### src/rtl/lpm_pkg.sv
// Shared types and control-byte bit positions of the power sequencer.
package lpm_pkg;
    typedef enum logic [2:0] {
        PS_RST = 3'd0,
        PS_RUN = 3'd1,
        PS_SLP = 3'd2,
        PS_HIB = 3'd3,
        PS_WAK = 3'd4
    } pstate_e;

    localparam int CTL_W     = 8;
    localparam int CTL_SLEEP = 4;
    localparam int CTL_HIB   = 5;
    localparam int CTL_SRST  = 6;
endpackage

### src/rtl/lpm_tick_timer.sv
// Down-counter clocked by slow ticks. It assumes tick is a one-cycle
// strobe. Load wins over a tick in the same cycle. expire pulses on the
// tick that takes the count from 1 to 0.
module lpm_tick_timer #(
    parameter int W    = 4,
    parameter int INIT = 7
) (
    input  logic         clk,
    input  logic         rst_n,
    input  logic         load,
    input  logic [W-1:0] load_val,
    input  logic         tick,
    output logic         expire
);
    logic [W-1:0] cnt;

    // Count register: reset to INIT, reload on request, decrement on tick.
    always_ff @(posedge clk) begin
        if (!rst_n)                  cnt <= W'(INIT);
        else if (load)               cnt <= load_val;
        else if (tick && cnt != '0)  cnt <= cnt - 1'b1;
    end

    // Expiry decode.
    assign expire = tick && !load && (cnt == W'(1));
endmodule

### src/rtl/lpm_mode_fsm.sv
// Power-state machine. It assumes the control byte layout of lpm_pkg
// and NBLK <= 4. Request bits are acted on and never stored.
module lpm_mode_fsm
    import lpm_pkg::*;
#(
    parameter int NBLK       = 4,
    parameter int RST_TICKS  = 7,
    parameter int WAKE_TICKS = 10,
    parameter int TW         = 4
) (
    input  logic             clk,
    input  logic             rst_n,
    input  logic             cfg_we,
    input  logic [CTL_W-1:0] cfg_wdata,
    input  logic             bus_act,
    input  logic             wake_pin,
    input  logic             hotkey,
    input  logic             expire,
    output pstate_e          state,
    output logic [NBLK-1:0]  gate,
    output logic             tmr_load,
    output logic [TW-1:0]    tmr_val,
    output logic             wake_irq
);
    pstate_e         nxt;
    logic [NBLK-1:0] gate_nxt;
    logic            irq_nxt;

    // Next-state, gate update and timer load decode.
    always_comb begin
        nxt      = state;
        gate_nxt = gate;
        tmr_load = 1'b0;
        tmr_val  = TW'(WAKE_TICKS);
        irq_nxt  = 1'b0;
        case (state)
            PS_RST: if (expire) nxt = PS_RUN;
            PS_RUN: if (cfg_we) begin
                if (cfg_wdata[CTL_SRST]) begin
                    nxt      = PS_RST;
                    gate_nxt = '0;
                    tmr_load = 1'b1;
                    tmr_val  = TW'(RST_TICKS);
                end else begin
                    gate_nxt = cfg_wdata[NBLK-1:0];
                    if (cfg_wdata[CTL_HIB])        nxt = PS_HIB;
                    else if (cfg_wdata[CTL_SLEEP]) nxt = PS_SLP;
                end
            end
            PS_SLP: if (bus_act || wake_pin || hotkey) begin
                nxt      = PS_WAK;
                tmr_load = 1'b1;
            end
            PS_HIB: if (bus_act) begin
                nxt      = PS_WAK;
                tmr_load = 1'b1;
            end
            PS_WAK: if (expire) begin
                nxt     = PS_RUN;
                irq_nxt = 1'b1;
            end
            default: nxt = PS_RST;
        endcase
    end

    // State, gate and interrupt registers.
    always_ff @(posedge clk) begin
        if (!rst_n) begin
            state    <= PS_RST;
            gate     <= '0;
            wake_irq <= 1'b0;
        end else begin
            state    <= nxt;
            gate     <= gate_nxt;
            wake_irq <= irq_nxt;
        end
    end

    a_r4_hib_priority: assert property (@(posedge clk) disable iff (!rst_n)
        (state == PS_RUN && cfg_we && cfg_wdata[CTL_HIB] && !cfg_wdata[CTL_SRST])
        |=> state == PS_HIB);
    a_r7_hib_bus_only: assert property (@(posedge clk) disable iff (!rst_n)
        (state == PS_HIB && !bus_act) |=> state == PS_HIB);
    a_r9_irq_after_wake: assert property (@(posedge clk) disable iff (!rst_n)
        wake_irq |-> (state == PS_RUN && $past(state) == PS_WAK));
    a_r9_irq_single: assert property (@(posedge clk) disable iff (!rst_n)
        wake_irq |=> !wake_irq);
    a_r11_gate_frozen: assert property (@(posedge clk) disable iff (!rst_n)
        (state != PS_RUN) |=> $stable(gate));
endmodule

### src/rtl/lpm_clk_gate.sv
// Maps the power state and gate bits onto the clock enables. KEEP marks
// the blocks that stay clocked in sleep. clk and rst_n serve the checks.
module lpm_clk_gate
    import lpm_pkg::*;
#(
    parameter int              NBLK = 4,
    parameter logic [NBLK-1:0] KEEP = 4'b0011
) (
    input  logic            clk,
    input  logic            rst_n,
    input  pstate_e         state,
    input  logic [NBLK-1:0] gate,
    output logic            fast_en,
    output logic            slow_run,
    output logic [NBLK-1:0] blk_en
);
    // RC clock runs in normal state, reset hold and wake window.
    assign fast_en  = (state == PS_RUN) || (state == PS_RST) || (state == PS_WAK);
    // Slow clock stops only in deep sleep.
    assign slow_run = (state != PS_HIB);

    for (genvar i = 0; i < NBLK; i++) begin : g_blk
        // Per-block enable: open in normal state, in sleep only for kept blocks.
        always_comb begin
            if (state == PS_RUN)                blk_en[i] = !gate[i];
            else if (state == PS_SLP && KEEP[i]) blk_en[i] = !gate[i];
            else                                 blk_en[i] = 1'b0;
        end
    end

    a_r3_sleep_mask: assert property (@(posedge clk) disable iff (!rst_n)
        (state == PS_SLP) |-> ((blk_en & ~KEEP) == '0 && !fast_en));
endmodule

### src/rtl/lpm_power_sequencer.sv
// Top of the power-mode and reset sequencer. It assumes tick_32k is a
// one-cycle strobe in the clk domain and that wake inputs are synchronous.
module lpm_power_sequencer
    import lpm_pkg::*;
#(
    parameter int              NBLK       = 4,
    parameter logic [NBLK-1:0] KEEP       = 4'b0011,
    parameter int              RST_TICKS  = 7,
    parameter int              WAKE_TICKS = 10
) (
    input  logic            clk,
    input  logic            rst_n,
    input  logic            tick_32k,
    input  logic            cfg_we,
    input  logic [7:0]      cfg_wdata,
    input  logic            bus_activity,
    input  logic            wake_pin,
    input  logic            hotkey_evt,
    output logic            fast_clk_en,
    output logic            slow_clk_run,
    output logic [NBLK-1:0] blk_clk_en,
    output logic            sys_reset,
    output logic            bus_not_ready,
    output logic            wake_irq,
    output logic [2:0]      pwr_state
);
    localparam int MAXT = (RST_TICKS > WAKE_TICKS) ? RST_TICKS : WAKE_TICKS;
    localparam int TW   = $clog2(MAXT + 1);

    pstate_e         state;
    logic [NBLK-1:0] gate;
    logic            tmr_load, expire;
    logic [TW-1:0]   tmr_val;

    lpm_tick_timer #(.W(TW), .INIT(RST_TICKS)) u_tmr (
        .clk(clk), .rst_n(rst_n), .load(tmr_load), .load_val(tmr_val),
        .tick(tick_32k), .expire(expire)
    );

    lpm_mode_fsm #(.NBLK(NBLK), .RST_TICKS(RST_TICKS),
                   .WAKE_TICKS(WAKE_TICKS), .TW(TW)) u_fsm (
        .clk(clk), .rst_n(rst_n), .cfg_we(cfg_we), .cfg_wdata(cfg_wdata),
        .bus_act(bus_activity), .wake_pin(wake_pin), .hotkey(hotkey_evt),
        .expire(expire), .state(state), .gate(gate), .tmr_load(tmr_load),
        .tmr_val(tmr_val), .wake_irq(wake_irq)
    );

    lpm_clk_gate #(.NBLK(NBLK), .KEEP(KEEP)) u_cg (
        .clk(clk), .rst_n(rst_n), .state(state), .gate(gate),
        .fast_en(fast_clk_en), .slow_run(slow_clk_run), .blk_en(blk_clk_en)
    );

    assign sys_reset     = (state == PS_RST);
    assign bus_not_ready = (state == PS_RST) || (state == PS_WAK);
    assign pwr_state     = state;

    a_r1_hold_blocks_off: assert property (@(posedge clk) disable iff (!rst_n)
        sys_reset |-> (blk_clk_en == '0 && bus_not_ready));
endmodule

### config.mk
export PLATFORM = sky130hd
export DESIGN_NAME = lpm_power_sequencer
export DESIGN_NICKNAME = d
export VERILOG_FILES = /design/src/rtl/lpm_pkg.sv /design/src/rtl/lpm_tick_timer.sv /design/src/rtl/lpm_mode_fsm.sv /design/src/rtl/lpm_clk_gate.sv /design/src/rtl/lpm_power_sequencer.sv
export SDC_FILE = /design/constraint.sdc
export NUM_CORES = 1
export LEC_CHECK = 0
export CORE_MARGIN = 5
export CORE_UTILIZATION = 41
export DETAILED_ROUTE_END_ITERATION = 8
export PLACE_DENSITY_LB_ADDON = 0.2
export SLEW_MARGIN = 30
export SYNTH_ARGS = -nofsm -noshare
export SYNTH_HDL_FRONTEND = slang
export SYNTH_SLANG_ARGS = --single-unit
### constraint.sdc
create_clock -name clk -period 1.8 [get_ports clk]
set_input_delay 0.45 -clock clk [delete_from_list [all_inputs] [get_ports clk]]
set_output_delay 0.45 -clock clk [all_outputs]
set_load 0.05 [all_outputs]
# Yosys cells after proc, flatten, opt, wreduce, memory -nomap -nowiden
# Cells that the tools add are included.
[classes] n_eq_ne=11 muxes=26 n_reduce_logical=20 n_addsub=1
[ops] cell="4-bit 2-to-1 mux" count=6
[ops] cell="3-bit 2-to-1 mux" count=7
[ops] cell="3-bit case mux with 4 select lines" count=1
[ops] cell="1-bit 2-to-1 mux" count=11
[ops] cell="3-bit by 2-bit equality test with 1-bit output (second input constant)" count=2
[ops] cell="2-bit inequality test (second input constant)" count=3
[ops] cell="1-bit logical NOT" count=5
[ops] cell="1-bit logical OR" count=5
[ops] cell="5-bit AND reduction" count=1
[ops] cell="4-bit by 1-bit equality test with 1-bit output (second input constant)" count=1
[ops] cell="4-bit inequality test (second input constant)" count=1
[ops] cell="2-bit AND reduction" count=2
[ops] cell="4-bit nonzero test" count=1
[ops] cell="4-bit by 1-bit subtractor with 4-bit output (second input constant)" count=1
[ops] cell="3-bit by 1-bit equality test with 1-bit output (second input constant)" count=1
[ops] cell="3-bit equality test (second input constant)" count=1
[ops] cell="1-bit logical AND" count=3
[ops] cell="3-bit logical NOT" count=1
[ops] cell="3-bit by 2-bit inequality test with 1-bit output (second input constant)" count=1
[ops] cell="1-bit case mux with 3 select lines" count=1
[ops] cell="2-bit by 1-bit inequality test with 1-bit output (second input constant)" count=1
[ops] cell="2-bit nonzero test" count=1
[ops] cell="2-bit OR reduction" count=1
[word_totals] register_bits=12 input_bits=15

# Logic depth before layout (Yosys ltp)
[logic_depth] ltp_word=9 mapped_depth=6 depth_no_buf=6

# By module
# A second synthesis with hierarchy kept.
[unflattened] cells_unflattened=88 area_unflattened_um2=747.0
[by_module_without_submodules] module="lpm_mode_fsm" area_each_um2=412.9 cells_per_inst=47 n_inst=1 seq_area_each_um2=160.2
[by_module_without_submodules] module="lpm_tick_timer" area_each_um2=272.8 cells_per_inst=31 n_inst=1 seq_area_each_um2=80.1
[by_module_without_submodules] module="lpm_clk_gate" area_each_um2=47.5 cells_per_inst=8 n_inst=1 seq_area_each_um2=0.0
[by_module_without_submodules] module="lpm_power_sequencer" area_each_um2=13.8 cells_per_inst=2 n_inst=1 seq_area_each_um2=0.0

# Worst setup path before layout
# Ideal clock, no wire load.
[synth_timing] path_kind="flip-flop to output port" from="register u_fsm.state[0]" to="output blk_clk_en[2]" n_path_buf=1 setup_slack_ns=-0.694 arrival_ns=2.044 path_stages_with_launch=4 path_cell_list="dfxtp_1 buf_2 nand2b_1 nor3_1"
[synth_between] elab_chain_len=2
[synth_rtl] element="start: declaration" line="lpm_mode_fsm.sv:19" text="output pstate_e state,"
[synth_rtl] element="start signal: assignment" line="lpm_mode_fsm.sv:73" text="state <= nxt;"
[synth_rtl] element="3-bit by 1-bit equality test with 1-bit output" line="lpm_clk_gate.sv:25" text="if (state == PS_RUN) blk_en[i] = !gate[i];"
[synth_rtl] element="1-bit 2-to-1 mux" line="lpm_clk_gate.sv:25"
[synth_rtl] element="end: declaration" line="lpm_power_sequencer.sv:21" text="output logic [NBLK-1:0] blk_clk_en,"
# No other way between the ends.

# Worst setup path after layout
[layout_timing] from="register u_fsm.state[1]" to="output blk_clk_en[0]"
[layout_between] elab_chain_len=3
[layout_rtl] element="3-bit by 2-bit equality test with 1-bit output" line="lpm_clk_gate.sv:26" text="else if (state == PS_SLP && KEEP[i]) blk_en[i] = !gate[i];"
[layout_rtl] element="1-bit 2-to-1 mux" line="lpm_clk_gate.sv:26"
[layout_rtl] element="1-bit 2-to-1 mux (*)" line="lpm_clk_gate.sv:25"
# Every way passes the cells marked *; elsewhere a longest branch is shown, timed or not.

==> impl_metrics.yaml <==
layout:
  nFillCells: 110
  layout.cells.most_common: "clkdlybuf4s50_1"
  antenna_cells: 0
  num-nets-final: 136
  layout_common_cells: "clkdlybuf4s50_1 (13), nand2_1 (12), buf_4 (11)"
  drive_above_1_share_pct: 28.81
  area_growth_pct: 74.77
  seq_area_sq_um: 247.7
  multiInputGateArea_sq_um: 460.4
  fin_area_sq_um: 1179
placement:
  globalplace.congestion: 0.7874
  dp_hpwl_microns: 1451
  place_area_sq_um: 1127
  pre_cts_ws_ns: -0.1852
  io_buffers: 25
critical_path:
  crit_required_ns: 1.35
  timing.rr.start: "u_tmr.cnt[0]$_SDFFE_PN1P_"
  arrival_ns: 1.27
  r2r_slack_ns: 0.35
  crit_path_max_incr_delay_ns: 0.39
  r2r-end: "u_tmr.cnt[0]$_SDFFE_PN1P_"
  crit_path_end_kind: "output pin"
  cp-start-kind: "register"
  crit_path_max_fanout: 7
  crit_slowest_cell: "dfxtp_4"
  path_class: "reg2out"
  r2r_cells: 6
  worstPathCellList: "xor2_1, nand2b_1, nor2_4, buf_12"
die:
  fp.dieW_microns: 50.56
  fp-row-count: 14
  io_pins: 27
  dieArea_sq_um: 2556
  initial_core_util_pct: 43.75
  core_area_sq_um: 1541
  die_h_microns: 50.56
min_path:
  hold_end: "u_fsm.gate[0]$_SDFFE_PN0P_"
  hold_depth: 2
  hold_class: "reg2reg"
  min_from: "u_fsm.gate[0]$_SDFFE_PN0P_"
logic_synthesis:
  synthDistinctLibCells: 30
  synth_area_sq_um: 674.4
  synth_flop_cell: "dfxtp_1"
  synth_top_area_share_pct: 35.62
  synth_area_leaders: "dfxtp_1 (36%), nand2_1 (6.7%), a21boi_0 (5.6%), nand3b_1 (4.5%), nor2_1 (3.9%)"
  ys_ff_latch: 12
  ys_seq_area_share_pct: 35.62
  synth_edf_count: 0
  syn_avg_cell_area_sq_um: 8.125
  yosysTopAreaCell: "dfxtp_1"
  yosysWarnings: 0
  syn_nets: 100
  ys_async_sr_fraction_pct: 0
  synthCells: 83
route:
  wl_per_cell_microns: 13.16
  drt_iter0_drc: 9
  routed_wl_microns: 1764
  vias_per_cell: 5.351
  drc: 0
  first_pass_iters: 4
  antenna_left: 0
  vias: 717
clocking:
  cts_buffers: 3
  worstSkewPairLatency_ns: 0.27
  htree_num_levels: 1
  cts_tree: "built"
  path_clk_slew_ns: 0.07
  cts_buffer_depth: 2
  clockRootBuffer: "clkbuf_4"
  cts_sinks: 12
timing:
  fin_worst_skew_ns: 0.005738
  worstMarginPinSlew_ns: 0.4572
  finalHoldViolations: 0
  clock.fmax_mhz: 580.9
  slew_viol_final: 0
  setup_slack_ns: 0.07843
  rsz0062_at_grt: "no"
  setup_tns_ns: 0
  period_needed_ns: 1.722
  relSlewSlack_pct: 69.26
  post-route-period-util_pct: 95.64
  setup_viol: 0
power:
  ir_worst_vdd_v: 0.0004219
  power_leakage_nw: 0.4744
  power_density_nw_per_um2: 444.5
  total_power_w: 0.0005239
grt:
  grt_pass1_vias: 664
  grt_max_degree: 12
  grt_pass1_wl_microns: 2953
  globalRouteOverflowTotal: 0
  grtUsageTotal_pct: 14.85
  antenna_found_initial: 0
run_status:
  outcome: "finished, final reports clean"
run:
  maxCapViolCount: 0
report_power, final:
group | internal [W] | switching (W) | leakage (nW)
clock | 0.0000859 | 0.0000872 | 0.0150
sequential | 0.000268 | 0.00000462 | 0.0989
combinational | 0.0000477 | 0.0000303 | 0.361
worst max-delay path, delay by kind of cell, from the launching register on:
family	cells	cell delay, ns
xor+xnor	1	0.15
flops	1	0.39
buf+inv	1	0.14
simple gates	2	0.31
synth_stat cells, types with 2 or more instances:
cell type and number:
nor2b_1 3, mux2i_1 2, ha_1 2, dfxtp_1 12, buf_2 2, a21boi_1 2
inv_1 3, nand2b_1 2, or4b_1 2, a21oi_1 3, a21boi_0 5, o21ai_0 4
nor3_1 4, nor2_1 7, nand3b_1 4, nand2_1 12
layer usage:
layer	GRT usage [%]	up-vias	share of wire, %
li1	-	365	-
met4	3.830	0	0.62
met2	24.59	24	48
met1	17.20	325	42
met3	6.805	3	8.9
met5	0	-	0
logic make-up after synthesis:
kind of cell	count (synthesis)	share of synthesized area (%)
AND/OR/NAND/NOR	40	32.10
AO/OA/AOI/OAI	19	19.30
flip-flops	12	35.62
buffers and inverters	6	3.710
XOR/XNOR	2	2.598
multiplexers	2	2.969
adder cells (fa/ha/maj)	2	3.710
sequential cells by signal, summed over array words and instances (netlist names):
register and cells:
u_fsm.gate 4, u_tmr.cnt 4, u_fsm.state 3, u_fsm.wake_irq 1
worst max path at each step:
stage | from | to | slack, ns | cells past startpoint
after floorplan | u_fsm.state[1]$_SDFFE_PN0P_ | blk_clk_en[0] | -0.007 | 4
after global placement | cfg_wdata[6] | u_fsm.state[2]$_SDFFE_PN0P_ | -0.15 | 5
after detailed placement | cfg_wdata[6] | u_fsm.state[2]$_SDFFE_PN0P_ | -0.19 | 5
after CTS | u_fsm.state[0]$_SDFFE_PN0P_ | blk_clk_en[0] | 0.01 | 4
after global routing | cfg_wdata[6] | u_fsm.state[2]$_SDFFE_PN0P_ | 0.02 | 5
final | u_fsm.state[1]$_SDFFE_PN0P_ | blk_clk_en[0] | 0.08 | 4
cell type report:
class,count,share of cell area [%]
Multi-Input combinational cell,65,39.07
Tap cell,16,1.699
Clock buffer,4,2.229
Sequential cell,12,21.02
Timing Repair Buffer,34,35.03
Inverter,3,0.9554
through the flow:
step,utilization [%],hold WS (ns),instances
floorplan,-,0.4732,83
global placement,73.13,0.4863,127
detailed placement,73.13,0.4909,127
CTS,75.00,0.5013,131
global route,76.46,0.5166,134
finish,76.46,0.4985,134
what timing repair did:
| action | 4_1_cts | 5_1_grt |
|---|---|---|
| setup endpoints to repair | 2 | 3 |
| resized for setup | 1 | 0 |
| hold buffers | 0 | 0 |
| buffers inserted | 0 | 3 |
| pin swaps | 0 | 1 |
No activity file was read; power rests on OpenSTA's default activity.
